--- config.mk ---
export PLATFORM = sky130hd
export DESIGN_NAME = intc_claim_top
export DESIGN_NICKNAME = d
export VERILOG_FILES = /design/src/rtl/intc_pkg.sv /design/src/rtl/intc_ctrl.sv /design/src/rtl/intc_datapath.sv /design/src/rtl/intc_claim_top.sv
export SDC_FILE = /design/constraint.sdc
export NUM_CORES = 1
export LEC_CHECK = 0
export BUFFER_PORTS_ARGS = -buffer_cell sky130_fd_sc_hd__buf_2
export CORE_MARGIN = 8
export CORE_UTILIZATION = 55
export DETAILED_ROUTE_END_ITERATION = 7
export MAX_ROUTING_LAYER = met4
export PLACE_DENSITY_LB_ADDON = 0.15
export SLEW_MARGIN = 20
export SYNTH_ARGS = -nofsm -noshare
export SYNTH_HDL_FRONTEND = slang
export SYNTH_SLANG_ARGS = --single-unit
--- constraint.sdc ---
create_clock -name clk -period 34.4 [get_ports clk]
set_input_delay 3.44 -clock clk [delete_from_list [all_inputs] [get_ports clk]]
set_output_delay 3.44 -clock clk [all_outputs]
set_load 0.01 [all_outputs]
--- src/rtl/intc_pkg.sv ---
package intc_pkg;
  localparam int ADDR_W     = 10;
  localparam int DATA_W     = 32;
  localparam int WORD_SLOTS = 8;

  localparam logic [ADDR_W-1:0] PRIO_BASE  = 10'h000;
  localparam logic [ADDR_W-1:0] PEND_BASE  = 10'h100;
  localparam logic [ADDR_W-1:0] EN_BASE    = 10'h110;
  localparam logic [ADDR_W-1:0] THR_ADDR   = 10'h120;
  localparam logic [ADDR_W-1:0] CLAIM_ADDR = 10'h121;

  typedef enum logic [2:0] {
    RD_NONE, RD_PRIO, RD_PEND, RD_EN, RD_THR, RD_CLAIM
  } rdSel_e;

  typedef struct packed {
    logic   prioWe;
    logic   enWe;
    logic   thrWe;
    logic   claimRd;
    logic   complWr;
    rdSel_e rdSel;
    logic [7:0] idx;
  } ctlStrobe_t;
endpackage

--- src/rtl/intc_ctrl.sv ---
module intc_ctrl
  import intc_pkg::*;
(
  input  logic              regWe,
  input  logic              regRe,
  input  logic [ADDR_W-1:0] regAddr,
  output ctlStrobe_t        ctl
);
  logic inPrio, inPend, inEn, isThr, isClaim;

  always_comb begin
    inPrio  = (regAddr[ADDR_W-1:8] == PRIO_BASE[ADDR_W-1:8]);
    inPend  = (regAddr[ADDR_W-1:3] == PEND_BASE[ADDR_W-1:3]);
    inEn    = (regAddr[ADDR_W-1:3] == EN_BASE[ADDR_W-1:3]);
    isThr   = (regAddr == THR_ADDR);
    isClaim = (regAddr == CLAIM_ADDR);

    ctl         = '0;
    ctl.idx     = inPrio ? regAddr[7:0] : {5'b0, regAddr[2:0]};
    ctl.prioWe  = regWe && inPrio;
    ctl.enWe    = regWe && inEn;
    ctl.thrWe   = regWe && isThr;
    ctl.complWr = regWe && isClaim;
    ctl.claimRd = regRe && isClaim;

    ctl.rdSel = RD_NONE;
    if (regRe) begin
      if (inPrio)       ctl.rdSel = RD_PRIO;
      else if (inPend)  ctl.rdSel = RD_PEND;
      else if (inEn)    ctl.rdSel = RD_EN;
      else if (isThr)   ctl.rdSel = RD_THR;
      else if (isClaim) ctl.rdSel = RD_CLAIM;
    end
  end
endmodule

--- src/rtl/intc_datapath.sv ---
module intc_datapath
  import intc_pkg::*;
#(
  parameter int NUM_SRC = 26,
  parameter int PRIO_W  = 3
) (
  input  logic              clk,
  input  logic              rstN,
  input  ctlStrobe_t        ctl,
  input  logic [DATA_W-1:0] wdata,
  input  logic [NUM_SRC-1:0] irqIn,
  output logic [DATA_W-1:0] rdata,
  output logic              irqOut
);
  localparam int SRC_W  = $clog2(NUM_SRC + 1);
  localparam int FLAT_W = WORD_SLOTS * 32;

  logic [PRIO_W-1:0] prioQ    [1:NUM_SRC];
  logic [PRIO_W-1:0] prioNext [1:NUM_SRC];
  logic [NUM_SRC:1]  enQ, pendQ, claimedQ;
  logic [NUM_SRC:1]  enNext, pendNext, claimedNext;
  logic [PRIO_W-1:0] thrQ;
  logic [SRC_W-1:0]  bestId;
  logic [PRIO_W-1:0] bestPrio;
  logic [FLAT_W-1:0] pendFlat, enFlat;

  // per-source next-state logic
  for (genvar g = 1; g <= NUM_SRC; g++) begin : gSrc
    localparam logic [7:0]        ID8  = 8'(g);
    localparam logic [7:0]        WRD  = 8'(g / 32);
    localparam logic [SRC_W-1:0]  IDS  = SRC_W'(g);
    localparam logic [DATA_W-1:0] IDW  = DATA_W'(g);
    logic claimHit, complHit;
    assign claimHit       = ctl.claimRd && (bestId == IDS);
    assign complHit       = ctl.complWr && (wdata == IDW);
    assign prioNext[g]    = (ctl.prioWe && ctl.idx == ID8) ? wdata[PRIO_W-1:0] : prioQ[g];
    assign enNext[g]      = (ctl.enWe && ctl.idx == WRD) ? wdata[g % 32] : enQ[g];
    assign pendNext[g]    = claimHit ? 1'b0 : (pendQ[g] | (irqIn[g-1] & ~claimedQ[g]));
    assign claimedNext[g] = claimHit ? 1'b1 : (complHit ? 1'b0 : claimedQ[g]);
  end

  always_ff @(posedge clk) begin
    if (!rstN) begin
      prioQ    <= '{default: '0};
      enQ      <= '0;
      pendQ    <= '0;
      claimedQ <= '0;
      thrQ     <= '0;
    end else begin
      prioQ    <= prioNext;
      enQ      <= enNext;
      pendQ    <= pendNext;
      claimedQ <= claimedNext;
      if (ctl.thrWe) thrQ <= wdata[PRIO_W-1:0];
    end
  end

  // ascending scan: strict compare keeps the lowest id on ties
  always_comb begin
    bestPrio = thrQ;
    bestId   = '0;
    for (int i = 1; i <= NUM_SRC; i++) begin
      if (pendQ[i] && enQ[i] && (prioQ[i] > bestPrio)) begin
        bestPrio = prioQ[i];
        bestId   = SRC_W'(i);
      end
    end
  end

  assign irqOut = (bestId != '0);

  always_comb begin
    pendFlat = '0;
    enFlat   = '0;
    pendFlat[NUM_SRC:1] = pendQ;
    enFlat[NUM_SRC:1]   = enQ;
  end

  always_comb begin
    rdata = '0;
    case (ctl.rdSel)
      RD_PRIO: begin
        for (int i = 1; i <= NUM_SRC; i++)
          if (ctl.idx == 8'(i)) rdata = DATA_W'(prioQ[i]);
      end
      RD_PEND:  rdata = pendFlat[{ctl.idx[2:0], 5'b0} +: 32];
      RD_EN:    rdata = enFlat[{ctl.idx[2:0], 5'b0} +: 32];
      RD_THR:   rdata = DATA_W'(thrQ);
      RD_CLAIM: rdata = DATA_W'(bestId);
      default:  rdata = '0;
    endcase
  end
endmodule

--- src/rtl/intc_claim_top.sv ---
module intc_claim_top
  import intc_pkg::*;
#(
  parameter int NUM_SRC = 26,
  parameter int PRIO_W  = 3
) (
  input  logic               clk,
  input  logic               rstN,
  input  logic               regWe,
  input  logic               regRe,
  input  logic [ADDR_W-1:0]  regAddr,
  input  logic [DATA_W-1:0]  regWdata,
  output logic [DATA_W-1:0]  regRdata,
  input  logic [NUM_SRC-1:0] irqIn,
  output logic               irqOut
);
  ctlStrobe_t ctl;

  intc_ctrl u_ctrl (
    .regWe   (regWe),
    .regRe   (regRe),
    .regAddr (regAddr),
    .ctl     (ctl)
  );

  intc_datapath #(.NUM_SRC(NUM_SRC), .PRIO_W(PRIO_W)) u_dp (
    .clk    (clk),
    .rstN   (rstN),
    .ctl    (ctl),
    .wdata  (regWdata),
    .irqIn  (irqIn),
    .rdata  (regRdata),
    .irqOut (irqOut)
  );
endmodule

Yosys cells after proc, flatten, opt, wreduce, memory -nomap -nowiden --
Cells that the tools add are included.
Word-level totals: input bits 72, output and inout bits 33, bits in registers 159, word-level logic and storage cells 602
Cells by class: shift operators 2, reduce and logical (&&, ||, !) cells 191, muxes and demuxes 137, magnitude comparators 26, bitwise logic cells 79, equal/unequal tests 87
Operator list (number):
- 256-bit by 9-bit variable part select with 32-bit output | 2
- 32-bit by 5-bit == test with 1-bit output, second input constant | 11
- 32-bit by 4-bit == test with 1-bit output, second input constant | 8
- 3-bit 2-to-1 mux | 61
- 32-bit case mux with 5 select lines | 1
- 1-bit logical AND | 136
- 32-bit by 3-bit == test with 1-bit output, second input constant | 4
- 8-bit by 5-bit == test with 1-bit output, second input constant | 11
- 3-bit greater-than comparator | 26
- 32-bit by 2-bit == test with 1-bit output, second input constant | 2
- 8-bit by 4-bit == test with 1-bit output, second input constant | 8
- 5-bit == test, second input constant | 11
- 5-bit 2-to-1 mux | 11
- 1-bit 2-to-1 mux | 53
- 2-bit nonzero test | 26
- 2-bit OR reduction | 26
- 5-bit by 4-bit == test with 1-bit output, second input constant | 8
- 32-bit by 1-bit == test with 1-bit output, second input constant | 1
- 8-bit by 3-bit == test with 1-bit output, second input constant | 4
- 4-bit 2-to-1 mux | 8
- 1-bit inverter | 27
- 1-bit bitwise AND | 26
- 1-bit OR | 26
- 10-bit by 9-bit == test with 1-bit output, second input constant | 2
- other kinds (14) | 23

Longest topological paths before layout --
Gate-level depths: netlist of the first run.
depth in word-level cells 81, mapped depth 193, mapped depth without buffers 189

By module --
Synthesis of the first run repeated with hierarchy kept, for this count alone.
Unflattened totals: cell total of the unflattened synthesis 1643, area total of the unflattened synthesis 12102.9 sq um
Modules (own cells, without submodules):
- intc_datapath | times used 1, cells an instance 1616, area an instance 11905.2 sq um
- intc_ctrl | times used 1, cells an instance 27, area an instance 197.7 sq um

Worst setup path before layout of the first run --
OpenSTA, ideal clock, no wires.
path type reg2out, start register u_dp.thrQ[1], end output port regRdata[2], cell stages (with the launch flop) 183, slack -2284 ps, data arrival time 33244 ps, cell sequence dfxtp_1 -> inv_1 -> ha_1 -> nor2b_4 -> o311a_4 -> nand2_1 -> o21ai_0 -> ha_1 -> nor2_1 -> a211o_1 -> o311a_1 -> o31a_1 -> mux2_2 -> ha_1 -> or2_2 -> maj3_1 -> a21oi_1 -> nand3b_1 -> [... 147 more ...] -> o311ai_2 -> buf_4 -> mux2i_1 -> ha_1 -> nor2b_1 -> o21a_1 -> o2111ai_1 -> clkbuf_1 -> o21ai_0 -> ha_1 -> nor2b_1 -> o21ai_0 -> nand2b_1 -> and4_1 -> clkbuf_1 -> nor2_1 -> nand3_4 -> o21ai_0
Between the ends: cells in the longest elaborated chain, start to end 79, elaborated cells on any way between the ends 101
RTL lines:
- start: declaration | RTL line intc_datapath.sv:22 | logic [PRIO_W-1:0] thrQ;
- start signal: assignment | RTL line intc_datapath.sv:54 | if (ctl.thrWe) thrQ <= wdata[PRIO_W-1:0];
- 3-bit greater-than comparator | RTL line intc_datapath.sv:63 | if (pendQ[i] && enQ[i] && (prioQ[i] > bestPrio)) begin
- 1-bit logical AND | RTL line intc_datapath.sv:63
- 3-bit 2-to-1 mux (*) | RTL line intc_datapath.sv:63
- 3-bit greater-than comparator | RTL line intc_datapath.sv:63
- 1-bit logical AND | RTL line intc_datapath.sv:63
- 3-bit 2-to-1 mux (*) | RTL line intc_datapath.sv:63
- 3-bit greater-than comparator | RTL line intc_datapath.sv:63
- 1-bit logical AND | RTL line intc_datapath.sv:63
- [... 63 more ...]
- 3-bit 2-to-1 mux | RTL line intc_datapath.sv:63
- 3-bit greater-than comparator | RTL line intc_datapath.sv:63
- 1-bit logical AND | RTL line intc_datapath.sv:63
- 3-bit 2-to-1 mux | RTL line intc_datapath.sv:63
- 3-bit greater-than comparator | RTL line intc_datapath.sv:63
- 1-bit logical AND | RTL line intc_datapath.sv:63
- 5-bit 2-to-1 mux (*) | RTL line intc_datapath.sv:63
- 32-bit case mux with 5 select lines (*) | RTL line intc_datapath.sv:81 | case (ctl.rdSel)
- end: declaration | RTL line intc_claim_top.sv:13 | output logic [DATA_W-1:0] regRdata,
Mark *: on every way between the ends. The rest lies on a longest branch, timed or not.

Final worst setup path of the first run --
Ends and elaborated chain as after synthesis.

==> impl_metrics.yaml, run 1 <==
floorplanning:
  core_sq_um: 21600
  die_w_um: 163
  ios: 105
  num_rows: 54
  start_util: 0.553
  die_height_um: 163
  dieArea_sq_um: 26600
synth:
  yosysSeqAreaShare: 0.267
  avgSynthCellArea_sq_um: 7.28
  syn_inst: 1636
  yosys.area_share.simple: 0.309
  yosys-mux-area-fraction: 0.0354
  synth_fa_ha_area_frac: 0.0403
  synth_top_family_by_area: "simple AND/OR/NAND/NOR gates"
  ys.warnings.count: 0
  ys_ff_latch: 159
  synth_edf_count: 0
  ys.flop_type: "dfxtp_1"
  ys_async_sr_fraction: 0
  synth-compound-area-share: 0.301
  synthXorXnorAreaFrac: 0.000735
  ys_types: 111
  syn_area_sq_um: 11900
run:
  cap_violations: 0
worst_setup_path:
  crit_path_max_incr_delay_ns: 0.36
  cp_common_cell: "ha_1"
  cp-end-kind: "primary output"
  slowest_stage: "o311a_4"
  worstSetupPathType: "reg -> out"
  required_ns: 30.96
  startpoint_type: "flop"
  cp_max_fo: 7
  critical_path_arrival_ns: 32.16
routing:
  drt_wl_total_mm: 43.4
  wire_per_inst_um: 20.7
  ant_nets: 0
  initialDrtViolationCount: 1462
  vias: 13500
  viasPerCell: 6.41
  dr.pass1.iters: 6
  drc: 0
global_routing:
  grt_start_max_net_pins: 133
  grtUsageTotal: 0.318
  grt_pass1_vias: 12300
  grt_pass1_wl_mm: 66.1
  antenna_found_initial: 0
  overflow: 0
finish:
  nFillCells: 1845
  area_delta_synth_final_pct: 24.7
  mostFrequentLayoutCells: "nand2_1 (284), dfxtp_1 (156), buf_4 (130), nor2_1 (101), nand3_1 (99)"
  final_layout_size_suffix_gt1_frac: 0.246
  stdcell_area_sq_um: 14900
  antennaDiodeCount: 0
  layout.nets: 1912
  final_common_cell: "nand2_1"
  instances_no_fill: 2101
power:
  p_per_area_nw_per_um2: 29.1
  leakage_nw: 5.56
  ir_drop_mv: 0.0343
timing:
  finalCritPeriodShare: 1.03
  hold_viol_final: 0
  finClkSkew_ns: 0.0135
  finalSetupViolations: 6
  setup_ws_ns: -1.20
  relSlewSlack: 0.281
  maxSlewViolCount: 0
  min_period_ns: 35.60
  max_freq_mhz: 28.1
  rsz0062_at_grt: "true"
  worstMarginPinSlew_ns: 1.08
place:
  dp.cells: 2008
  io_buffer_count: 99
  place.gp.congestion: 0.980
  dp_hpwl_mm: 31.4
  placed_area_sq_um: 13200
cts:
  cts_root_buf: "clkbuf_16"
  worstSkewPairLatency_ns: 0.44
  numCtsBuffers: 17
  cts_tree: "done"
  clkTransAtPathRegs_ns: 0.07
  cts_htree_levels: 4
  cts_max_path_buffers: 2
  cts_sinks: 159
run_status:
  violations: "setup timing"
  status: "complete, but fails checks"
min_path:
  hold_class: "reg -> reg"
## state kept, by name (all words and copies together), names as in the netlist
signal / cells
u_dp.thrQ: 3
u_dp.pendQ: 26
u_dp.prioQ: 78
u_dp.claimedQ: 26
u_dp.enQ: 26
## per-stage QoR
| stage | TNS [ns] | util | hold slack, ns | power, mW | worst slack, ns |
|---|---|---|---|---|---|
| final | -6.79 | 0.689 | 0.474 | 0.432 | -1.20 |
| after floorplan | 0 | - | 0.443 | 0.208 | 0.0111 |
| after global placement | -0.560 | 0.612 | 0.452 | 0.218 | -0.155 |
| after detailed placement | -6.84 | 0.612 | 0.464 | 0.219 | -1.22 |
| after CTS | -6.93 | 0.656 | 0.473 | 0.430 | -1.22 |
| after global routing | -16.65 | 0.689 | 0.506 | 0.442 | -2.84 |
## power by group
part,switching (mW),internal (mW)
Combinational,0.0162,0.00956
Sequential,0.00375,0.186
Clock,0.0899,0.127
## layer usage
metal  vias up  global-route usage  part of all wire
met4         0               0.123             0.033
met2       654               0.488              0.46
met3       110              0.0481             0.087
li1       6297                   -                 -
met5         -                   -                 0
met1      6402               0.414              0.42
## synth_stat cells, drive strengths merged, types with 6 or more instances
cell type | count | area (sq um)
a211oi | 10 | 75.1
a21boi | 106 | 807
a21o | 14 | 105
a21oi | 77 | 397
a22o | 7 | 61.3
a22oi | 8 | 60.1
a31o | 10 | 96.4
a31oi | 23 | 165
and2 | 28 | 176
and3 | 23 | 144
buf | 19 | 114
clkbuf | 61 | 229
dfxtp | 159 | 3180
ha | 32 | 400
inv | 56 | 210
maj3 | 8 | 80.1
mux2i | 32 | 320
nand2 | 290 | 1090
nand2b | 20 | 125
nand3 | 100 | 513
nand4 | 14 | 87.6
nor2 | 124 | 478
nor2b | 56 | 358
nor3 | 38 | 200
nor4 | 19 | 125
o211ai | 30 | 235
o21a | 14 | 105
o21ai | 109 | 557
o22a | 6 | 55.1
o22ai | 11 | 68.8
o311ai | 7 | 76.3
o31ai | 9 | 100
or2 | 13 | 81.3
or3 | 6 | 42.5
## logic make-up (layout without fill, tap and decap cells)
family	after synthesis	after routing
adder cells (fa/ha/maj)	40	40
flip-flops	159	159
other	1	5
buffers and inverters	136	317
multiplexers	38	38
XOR/XNOR	1	1
AO/OA/AOI/OAI	505	505
AND/OR/NAND/NOR	756	756
## final cells by class
cell class,instances,area [sq um],area share
sequential,159,3190,0.215
tap,280,350,0.0236
multi-input combinational,1345,8960,0.603
clock inverter,14,220,0.0148
inverter,56,210,0.0142
clock buffer,18,439,0.0296
timing repair buffer,229,1480,0.0999
## repair_timing
action,4_1_cts,5_1_grt
endpoints found under the hold margin,0,0
resized for setup,16,103
pin swaps,21,125
setup endpoints to repair,6,57
setup buffers,27,34
hold buffers,0,0
## final timing paths
kind              cells past startpoint  slack [ns]              start                 to
setup reg to reg                    183        1.72       u_dp.thrQ[1]   u_dp.claimedQ[6]
setup / recovery                    181       -1.20       u_dp.thrQ[1]        regRdata[2]
hold reg to reg                       2        0.47  u_dp.claimedQ[12]  u_dp.claimedQ[12]
hold / removal                        2        0.47  u_dp.claimedQ[12]  u_dp.claimedQ[12]
## critical path, delay by kind of cell (launching register included)
family	cells	cell delay, ns
fa+ha+maj	33	9.02
buf+inv	5	0.38
flops	1	0.33
simple gates	61	7.38
mux	4	0.94
compound gates	78	13.60
Power figures use the tool's default switching activity.
==> run 2: changes to the inputs <==
Settings changed: ABC_AREA set to 1.
==> impl_metrics.yaml, run 2 <==
synth:
  synth_area_leader_cell: "dfxtp_1"
  synth_edf_count: 0
  ys_async_sr_fraction: 0
  yosysSeqAreaShare: 0.288
  synth_area_leaders: "dfxtp_1 (29%), o21ai_0 (8.6%), inv_1 (8.2%)"
  synth_top_family_by_area: "simple AND/OR/NAND/NOR gates"
  synth.most_common_cell: "inv_1"
  yosys.area_share.simple: 0.303
  ys_types: 62
  ys.flop_type: "dfxtp_1"
  avgSynthCellArea_sq_um: 6.77
  synth_common_cells: "inv_1 (240), nand2_1 (222), o21ai_0 (189)"
  syn_area_sq_um: 11000
  syn_inst: 1631
  ys_ff_latch: 159
  synth-compound-area-share: 0.253
  ys.warnings.count: 0
  synth_top_area_share: 0.288
  yosys-mux-area-fraction: 0
  synthXorXnorAreaFrac: 0
  synth_fa_ha_area_frac: 0.0363
cts:
  cts_sinks: 159
  cts_max_path_buffers: 2
  clkTransAtPathRegs_ns: 0.08
  numCtsBuffers: 17
  cts_htree_levels: 4
  worstSkewPairLatency_ns: 0.44
  cts_tree: "done"
  cts_root_buf: "clkbuf_16"
  cts_hold_buf: 0
routing:
  wl_met3_mm: 3.31
  top_layer: "met4"
  m1WireLength_mm: 16.1
  dr.pass1.iters: 6
  viasPerCell: 5.71
  dr_wl_met2_mm: 15.8
  drc: 0
  drt_wl_total_mm: 36.5
  initialDrtViolationCount: 888
  ant_nets: 0
  wire_per_inst_um: 18.3
  vias: 11400
floorplanning:
  die_height_um: 158
  ios: 105
  dieArea_sq_um: 24900
  start_util: 0.553
  num_rows: 52
  core_sq_um: 20000
  die_w_um: 158
power:
  power_mw: 0.412
  p_per_area_nw_per_um2: 33.5
  ir_drop_mv: 0.0299
  leakage_nw: 5.27
finish:
  final_common_cell: "inv_1"
  fin_util: 0.616
  instances_no_fill: 1997
  mostFrequentLayoutCells: "inv_1 (239), nand2_1 (222), o21ai_0 (181), dfxtp_1 (159), nor2_1 (151)"
  top_register: "u_dp.prioQ"
  largest_reg_flops: 78
  layout.nets: 1817
  nFillCells: 1930
  area_delta_synth_final_pct: 11.4
  final_layout_size_suffix_gt1_frac: 0.200
worst_setup_path:
  r2r_start: "u_dp.thrQ[2]"
  required_ns: 30.96
  worstSetupPathType: "reg -> out"
  cp_common_cell: "o21ai_0"
  r2r-end: "u_dp.pendQ[11]"
  rrSetupSlack_ns: 6.10
  crit_path_max_incr_delay_ns: 0.36
  cp_max_fo: 11
  r2r_cells: 174
  startpoint_type: "flop"
  slowest_stage: "dfxtp_1"
  critical_path_arrival_ns: 28.29
  cp-end-kind: "primary output"
global_routing:
  overflow: 0
  grt_start_max_net_pins: 102
  antenna_found_initial: 1
  grt_pass1_wl_mm: 57.1
  grt_pass1_vias: 10700
  grtUsageTotal: 0.304
timing:
  worst_hold_slack_ns: 0.478
  maxSlewViolCount: 0
  finClkSkew_ns: 0.0136
  relSlewSlack: 0.295
  hold_viol_final: 0
  finalCritPeriodShare: 0.922
  min_period_ns: 31.73
  finalSetupViolations: 0
  worstMarginPinSlew_ns: 1.06
  setup_ws_ns: 2.67
  max_freq_mhz: 31.5
min_path:
  hold_class: "reg -> reg"
  min_to: "u_dp.claimedQ[5]"
  holdPathStages: 2
  min_from: "u_dp.claimedQ[5]"
place:
  dp_hpwl_mm: 28.0
  dp.cells: 1959
  post-place-ws_ns: 2.08
  place.gp.congestion: 0.947
  io_buffer_count: 99
run:
  cap_violations: 0
run_status:
  status: "finished, final reports clean"
-- run 2: cell types whose count changed in the layout (fill, tap and decap cells not counted), sizes merged, moves of 32 or more --
cell / before / now
a211oi: 10 / 46
a21boi: 106 / 0
a21oi: 77 / 159
buf: 229 / 108
inv: 63 / 272
mux2i: 32 / 0
nand3: 100 / 136
nor2: 124 / 162
nor2b: 56 / 0
o21ai: 109 / 200
-- run 2: timing repair --
item                                   4_1_cts  5_1_grt
setup endpoints to repair                    0        6
buffers inserted                             0        5
endpoints found under the hold margin        0        0
resized for setup                            0       10
-- run 2: logic make-up after synthesis --
kind of cell,count (synthesis)
fa+ha+maj,32
other cells,1
simple gates,653
compound gates,465
flops,159
buf+inv,321
-- run 2: worst max-delay path, delay by kind of cell, from the launching register on --
family          cells  cell delay (ns)
simple gates       89             9.31
buf+inv            12             1.01
flops               1             0.36
fa+ha+maj          26             7.61
compound gates     48             9.49
-- run 2: through the flow --
step	setup TNS [ns]	area (sq um)
2_1_floorplan	0	11100
3_3_place_gp	0	11700
3_5_place_dp	0	11700
4_1_cts	0	12200
5_1_grt	-0.0271	12300
6_report	0	12300
-- run 2: layer usage --
metal | GRT usage | up-vias
met5 | - | -
met4 | 0.111 | 0
met3 | 0.0672 | 81
met2 | 0.457 | 492
met1 | 0.395 | 5218
li1 | - | 5612
-- run 2: final cells by class --
class,count,area (sq um),share of cell area
timing repair buffer,108,563,0.0458
clock inverter,14,163,0.0132
tap,270,338,0.0275
sequential,159,3180,0.259
antenna,1,2.50,0.000204
clock buffer,18,429,0.0349
inverter,272,1040,0.0850
multi-input combinational,1155,6570,0.534
-- run 2: worst max-delay path by stage --
| stage | start | end | slack [ns] |
|---|---|---|---|
| after global routing | u_dp.thrQ[2] | irqOut | -0.03 |
| after detailed placement | u_dp.thrQ[2] | irqOut | 2.08 |
| after CTS | u_dp.thrQ[2] | irqOut | 1.41 |
| after floorplan | u_dp.thrQ[2] | irqOut | 5.11 |
| final | u_dp.thrQ[2] | irqOut | 2.67 |
| after global placement | u_dp.thrQ[1] | irqOut | 3.74 |
-- run 2: report_power, final --
| group | leakage [nW] | switching [mW] | internal (mW) | total, mW |
|---|---|---|---|---|
| Clock | 0.291 | 0.0957 | 0.0985 | 0.194 |
| Combinational | 3.69 | 0.0205 | 0.00832 | 0.0289 |
| Sequential | 1.29 | 0.00263 | 0.186 | 0.189 |
| Total | 5.27 | 0.119 | 0.293 | 0.412 |
